## src/rtl/fault_entry_pkg.sv

```systemverilog
package fault_entry_pkg;

  typedef enum logic [1:0] {
    CYC_FETCH   = 2'd0,
    CYC_EXEC    = 2'd1,
    CYC_FLTEXEC = 2'd2,
    CYC_OTHER   = 2'd3
  } cycle_e;

  localparam int NUM_W = 5;

  localparam logic [NUM_W-1:0] FN_CONNECT = 5'd8;
  localparam logic [NUM_W-1:0] FN_ACCESS  = 5'd20;
  localparam logic [NUM_W-1:0] FN_TROUBLE = 5'd31;

  // strobes from control to datapath, valid only in the request cycle
  typedef struct packed {
    logic capture;
    logic escalate;
    logic acvLoad;
    logic conLoad;
    logic fetchHit;
    logic countInstr;
  } strobe_t;

endpackage

```

## src/rtl/fault_entry_control.sv

```systemverilog
module fault_entry_control
  import fault_entry_pkg::*;
(
  input  logic             clk,
  input  logic             rst,
  input  logic             faultReq,
  input  logic [NUM_W-1:0] faultNum,
  input  logic             outOfRange,
  input  logic [1:0]       cycleType,
  input  logic             irqPending,
  output strobe_t          strb,
  output logic [NUM_W-1:0] effNum,
  output logic             troubleCycle,
  output logic             cascadeHalt,
  output logic             faultAck
);

  cycle_e cyc;

  always_comb begin
    cyc    = cycle_e'(cycleType);
    effNum = outOfRange ? FN_TROUBLE : faultNum;

    strb.capture    = faultReq;
    strb.escalate   = faultReq && (cyc == CYC_FLTEXEC);
    strb.acvLoad    = faultReq && (effNum == FN_ACCESS);
    strb.conLoad    = faultReq && (effNum == FN_CONNECT);
    strb.fetchHit   = faultReq && (cyc == CYC_FETCH);
    strb.countInstr = faultReq && (cyc == CYC_EXEC);
  end

  always_ff @(posedge clk) begin
    if (rst) begin
      troubleCycle <= 1'b0;
      cascadeHalt  <= 1'b0;
      faultAck     <= 1'b0;
    end else begin
      faultAck <= faultReq;
      if (faultReq) begin
        if (strb.escalate) begin
          if (troubleCycle) begin
            if (!irqPending) cascadeHalt <= 1'b1;
          end else begin
            troubleCycle <= 1'b1;
          end
        end else begin
          troubleCycle <= 1'b0;
        end
      end
    end
  end

endmodule

```

## src/rtl/fault_entry_datapath.sv

```systemverilog
module fault_entry_datapath
  import fault_entry_pkg::*;
#(
  parameter int SUB_W   = 16,
  parameter int CB_W    = 12,
  parameter int FCT_W   = 3,
  parameter int INSTR_W = 8,
  parameter logic [CB_W-FCT_W-1:0] CB_UPPER_INIT = '0
) (
  input  logic               clk,
  input  logic               rst,
  input  strobe_t            strb,
  input  logic [NUM_W-1:0]   effNum,
  input  logic [SUB_W-1:0]   subFault,
  output logic [NUM_W-1:0]   faultNumReg,
  output logic [SUB_W-1:0]   subFaultReg,
  output logic [CB_W-1:0]    cycleBits,
  output logic [NUM_W-1:0]   faultAddr,
  output logic               fetchFault,
  output logic [2:0]         connChan,
  output logic [SUB_W-1:0]   acvFlags,
  output logic [INSTR_W-1:0] instrCount
);

  localparam int UPPER_W = CB_W - FCT_W;

  logic [NUM_W-1:0] recNum;
  assign recNum = strb.escalate ? FN_TROUBLE : effNum;

  always_ff @(posedge clk) begin
    if (rst) begin
      faultNumReg <= '0;
      subFaultReg <= '0;
      faultAddr   <= '0;
      fetchFault  <= 1'b0;
      connChan    <= '0;
      instrCount  <= '0;
      cycleBits   <= {CB_UPPER_INIT, {FCT_W{1'b0}}};
    end else if (strb.capture) begin
      faultNumReg <= recNum;
      faultAddr   <= recNum;
      subFaultReg <= strb.escalate ? '0 : subFault;
      fetchFault  <= strb.fetchHit;
      connChan    <= strb.conLoad ? subFault[2:0] : 3'd0;
      cycleBits   <= {cycleBits[CB_W-1:FCT_W],
                      cycleBits[FCT_W-1:0] + FCT_W'(1)};
      if (strb.countInstr) instrCount <= instrCount + INSTR_W'(1);
    end
  end

  // one status flag per subfault bit; each is cleared unless this is an
  // access-violation fault carrying that bit
  for (genvar i = 0; i < SUB_W; i++) begin : g_acv
    always_ff @(posedge clk) begin
      if (rst)               acvFlags[i] <= 1'b0;
      else if (strb.capture) acvFlags[i] <= strb.acvLoad & subFault[i];
    end
  end

  logic [UPPER_W-1:0] upperUnused;
  assign upperUnused = cycleBits[CB_W-1:FCT_W];

endmodule

```

## src/rtl/fault_entry_ctrl.sv

```systemverilog
module fault_entry_ctrl
  import fault_entry_pkg::*;
#(
  parameter int SUB_W   = 16,
  parameter int CB_W    = 12,
  parameter int FCT_W   = 3,
  parameter int INSTR_W = 8,
  parameter logic [CB_W-FCT_W-1:0] CB_UPPER_INIT = '0
) (
  input  logic               clk,
  input  logic               rst,
  input  logic               faultReq,
  input  logic [4:0]         faultNum,
  input  logic               outOfRange,
  input  logic [SUB_W-1:0]   subFault,
  input  logic [1:0]         cycleType,
  input  logic               irqPending,
  output logic               faultAck,
  output logic [4:0]         faultNumReg,
  output logic [SUB_W-1:0]   subFaultReg,
  output logic [CB_W-1:0]    cycleBits,
  output logic [4:0]         faultAddr,
  output logic               fetchFault,
  output logic [2:0]         connChan,
  output logic [SUB_W-1:0]   acvFlags,
  output logic               troubleCycle,
  output logic               cascadeHalt,
  output logic [INSTR_W-1:0] instrCount
);

  strobe_t          strb;
  logic [NUM_W-1:0] effNum;

  fault_entry_control u_ctrl (
    .clk          (clk),
    .rst          (rst),
    .faultReq     (faultReq),
    .faultNum     (faultNum),
    .outOfRange   (outOfRange),
    .cycleType    (cycleType),
    .irqPending   (irqPending),
    .strb         (strb),
    .effNum       (effNum),
    .troubleCycle (troubleCycle),
    .cascadeHalt  (cascadeHalt),
    .faultAck     (faultAck)
  );

  fault_entry_datapath #(
    .SUB_W         (SUB_W),
    .CB_W          (CB_W),
    .FCT_W         (FCT_W),
    .INSTR_W       (INSTR_W),
    .CB_UPPER_INIT (CB_UPPER_INIT)
  ) u_dp (
    .clk         (clk),
    .rst         (rst),
    .strb        (strb),
    .effNum      (effNum),
    .subFault    (subFault),
    .faultNumReg (faultNumReg),
    .subFaultReg (subFaultReg),
    .cycleBits   (cycleBits),
    .faultAddr   (faultAddr),
    .fetchFault  (fetchFault),
    .connChan    (connChan),
    .acvFlags    (acvFlags),
    .instrCount  (instrCount)
  );

endmodule

```

## config.mk

```make
export PLATFORM = sky130hd
export DESIGN_NAME = fault_entry_ctrl
export DESIGN_NICKNAME = d
export VERILOG_FILES = /design/src/rtl/fault_entry_pkg.sv /design/src/rtl/fault_entry_control.sv /design/src/rtl/fault_entry_datapath.sv /design/src/rtl/fault_entry_ctrl.sv
export SDC_FILE = /design/constraint.sdc
export NUM_CORES = 1
export LEC_CHECK = 0
export CORE_MARGIN = 2
export CORE_UTILIZATION = 42
export DETAILED_ROUTE_END_ITERATION = 7
export GPL_ROUTABILITY_DRIVEN = 0
export PLACE_DENSITY_LB_ADDON = 0.12
export RECOVER_POWER = 50
export SLEW_MARGIN = 20
export SYNTH_ARGS = -nofsm -noshare
export SYNTH_HDL_FRONTEND = slang
export SYNTH_SLANG_ARGS = --single-unit
```

## constraint.sdc

```tcl
create_clock -name clk -period 1.4 [get_ports clk]
set_input_delay 0.28 -clock clk [delete_from_list [all_inputs] [get_ports clk]]
set_output_delay 0.28 -clock clk [all_outputs]
set_load 0.01 [all_outputs]
```

==> results.md <==
Die:
- The floorplan step set the die height to 76.5 um.
- The number of ports placed on the die boundary is 97.
- The floorplan step defined a core boundary enclosing 5070 sq um.
- The die outline width is 76.5 um.
- The floorplan has 26 rows.
- The area of the die is 5840 sq um.
- The effective utilization at floorplan is 43.4%.

Status:
- The run finished with clean final reports.

Timing:
- The total negative slack is 0 ps.
- The final number of max-transition violations came to 0.
- Setup violations remaining at the end of the flow were counted as 0.
- The clock period could shrink to 1330 ps.
- The worst-case clock skew is 1.31 ps.
- In the finished design, the share of the clock period the worst path needs comes to 94.7%.
- The final number of hold-violating endpoints came to 0.
- On the final layout, the worst hold slack is 437 ps.
- For this run, the top clock speed supported by timing is 755 MHz.
- Once routing completed, OpenROAD measured the worst setup slack at 74.8 ps.

Cells and area:
- The count of filler cells inserted in the layout is 457.
- Leaving out fill and tap cells, the most frequent cells in the layout are 61 x sky130_fd_sc_hd__dlygate4sd2_1, 51 x sky130_fd_sc_hd__dfxtp_1, 46 x sky130_fd_sc_hd__nor2_1.
- The share of cells above drive strength 1 is 12.4%.
- The most frequent standard cell in the layout excluding fill and tap cells is sky130_fd_sc_hd__dlygate4sd2_1.
- 0 antenna diodes ended up in the layout.
- The final net count is 344.
- The synthesis-to-finish area growth is 45.9%.

Worst setup path:
- Of all nets on the critical path, the largest fanout is 4.
- The logic depth of the worst register-to-register path is 4.
- STA classifies the critical path startpoint as a flip-flop.
- The worst path arrival time is 1570 ps.
- The reg-to-reg critical path endpoint is u_dp.instrCount[6].
- The startpoint of the most critical register-to-register path is u_dp.instrCount[0].
- The critical path capture point type is a flip-flop.
- The kind of critical path is reg -> reg.
- The worst endpoint required time is 1640 ps.
- The reg-to-reg setup timing slack is 70 ps.

Detailed routing:
- The total via count in the routed design is 1918.
- The detailed router's first-iteration violation count is 91.
- The first detailed-routing pass ran for 4 iterations.
- After detailed routing, the average wire length per cell comes to 14.3 um.
- In the routed layout, each cell is associated on average with a via count of 4.98.
- The number of nets with antenna violations after detailed routing is 0.
- The sum of routed wire length over all layers is 5500 um.
- After detailed routing, the number of remaining DRC violations is 0.

Placed design:
- After legalization and detailed placement, the total HPWL measured 3960 um.
- The quantity of I/O buffers inserted on ports is 87.
- The post-placement worst setup slack is -400 ps.

GRT:
- The initial antenna violation count is 0.
- The wire length of the first global-routing pass is 9360 um.
- Global routing consumed, over all layers together, 19.4% of the routing resources.
- The number of global-route vias before repair is 1896.
- Global routing finished with a remaining overflow of 0.
- Entering global routing, the biggest net connects 23 pins.

Clock network:
- Counting the buffers created by CTS gives 5.
- The register clock-pin slew on the reported worst setup and hold paths is 90 ps.
- For this design, the CTS-stage hold fixing added 0 buffers.
- The CTS tree is yes.
- The maximum clock insertion buffer count is 2.
- The number of setup buffers added after CTS is 0.
- The cell at the root of the clock tree is sky130_fd_sc_hd__clkbuf_8.
- The CTS sink count is 55.
- The deepest level of the CTS H-tree is 2.
- The worst-skew pair later-pin latency is 300 ps.

Synthesis:
- The Yosys step of the flow raised 0 warnings.
- The synthesized netlist occupies a cell area of 2200 sq um.
- The mean cell area of the mapped netlist is 9.93 sq um.
- By area the synthesized netlist is led by sky130_fd_sc_hd__dfxtp_1 50%, sky130_fd_sc_hd__mux2i_1 8.2%, sky130_fd_sc_hd__nor2_1 7.8%, sky130_fd_sc_hd__a32oi_1 7.5%, sky130_fd_sc_hd__buf_4 5.4%.
- The gate count of the mapped netlist is 222.
- The proportion of netlist area held by the largest area contributor is 49.9%.
- Of all cell types, the one taking the most synthesized area is sky130_fd_sc_hd__dfxtp_1.
- The sequential area share after synthesis is 49.9%.
- Yosys mapped the design onto 33 distinct sky130hd cell types.
- After synthesis the netlist holds a flip-flop and latch count of 55.

Power and ir drop:
- Power comes to 0.00293 W.
- The total power density per cell area is 912 nW/um^2.
- Summed over all cells, the static leakage comes to 1.53 nW.
- VDD sags by at most 0.000624 V.

Hold path:
- The path with the worst hold slack has its endpoint at u_dp.instrCount[3].
- The worst hold path begins at cycleType[1].
- The worst hold path was traced through 4 stages.
- The path class of the lowest-slack min-delay path is in -> reg.

Run:
- The total of max-cap violations is 0.
## worst max path at each step
| stage | from | endpoint | slack (ps) | cells after the start |
|---|---|---|---|---|
| finish | u_dp.instrCount[0] | u_dp.instrCount[6] | 70 | 4 |
| detailed placement | cycleType[0] | u_dp.instrCount[7] | -400 | 4 |
| floorplan | u_dp.instrCount[0] | u_dp.instrCount[4] | 150 | 4 |
| global route | faultReq | u_dp.faultNumReg[3] | -2 | 6 |
| CTS | cycleType[1] | u_dp.instrCount[6] | 40 | 5 |
| global placement | cycleType[0] | u_dp.instrCount[7] | -310 | 4 |
## what timing repair did
action	in CTS	in global routing
pin swaps	0	1
endpoints found under the setup margin	61	3
gates resized for setup	64	7
## where the power goes
group	total, W	switching, W	internal [W]
registers	0.00164	0.0000289	0.00161
clock network	0.000855	0.000504	0.000351
logic	0.000434	0.000212	0.000222
## area by class of cell
type / count / area [sq um] / area share [%]
clock inverters: 2 / 12.5 / 0.389
repair buffers: 106 / 973 / 30.3
multi-input cells: 142 / 946 / 29.4
clock buffers: 6 / 72.6 / 2.26
inverters: 4 / 15.0 / 0.467
well taps: 70 / 87.6 / 2.72
flip-flops and latches: 55 / 1110 / 34.5
## cells by family after synthesis
logic type	Yosys count	synth area share [%]
DFF	55	49.9
buffers and inverters	33	9.31
xor gates and xnor gates	4	1.59
adders and majority gates	2	1.13
and+or+nand+nor	69	16.5
other	1	0.170
AOI/OAI and AO/OA	39	12.7
muxes	19	8.68
## registers in the layout, indices dropped and copies added (netlist names)
signal               count
u_dp.instrCount          8
u_dp.faultNumReg         5
u_ctrl.cascadeHalt       1
u_ctrl.faultAck          1
u_dp.connChan            3
u_dp.subFaultReg        16
u_dp.acvFlags           16
u_dp.cycleBits           3
u_dp.fetchFault          1
u_ctrl.troubleCycle      1
## layer usage
layer | up-vias | part of all wire [%] | GRT usage [%]
met3 | 5 | 6.9 | 5.09
met2 | 73 | 48 | 31.7
li1 | 944 | - | -
met4 | 0 | 0.82 | 5.45
met1 | 896 | 45 | 25.5
met5 | - | 0 | 0
## synthesized netlist by cell type (all sizes together)
cell type and number:
dfxtp 55, nor2 46, buf 23, a32oi 19
mux2i 18, a21oi 11, clkbuf 6, inv 4
nand2 4, o22ai 4, nand2b 3, ha 2
nand3b 2, nor3b 2, o21ai 2, o31ai 2
or3 2, or4 2, xnor2 2, xor2 2
a311oi 1, and3b 1, conb 1, mux2 1
nand3 1, nand4 1, nand4b 1, nor2b 1
nor4 1, nor4b 1, or3b 1
## worst max-delay path, stage by stage, from the launching register on
cell	delay [ps]
sky130_fd_sc_hd__dfxtp_4	370
sky130_fd_sc_hd__ha_2	170
sky130_fd_sc_hd__nand4b_1	170
sky130_fd_sc_hd__or3_4	420
sky130_fd_sc_hd__a21oi_2	140
## per-stage QoR
stage / area [sq um] / std cells / util [%]
global route: 3220 / 385 / 63.4
floorplan: 2230 / 230 / -
finish: 3220 / 385 / 63.4
detailed placement: 3200 / 377 / 63.1
CTS: 3220 / 385 / 63.5
global placement: 3200 / 377 / 63.1
No activity file was read; power rests on OpenSTA's default activity.
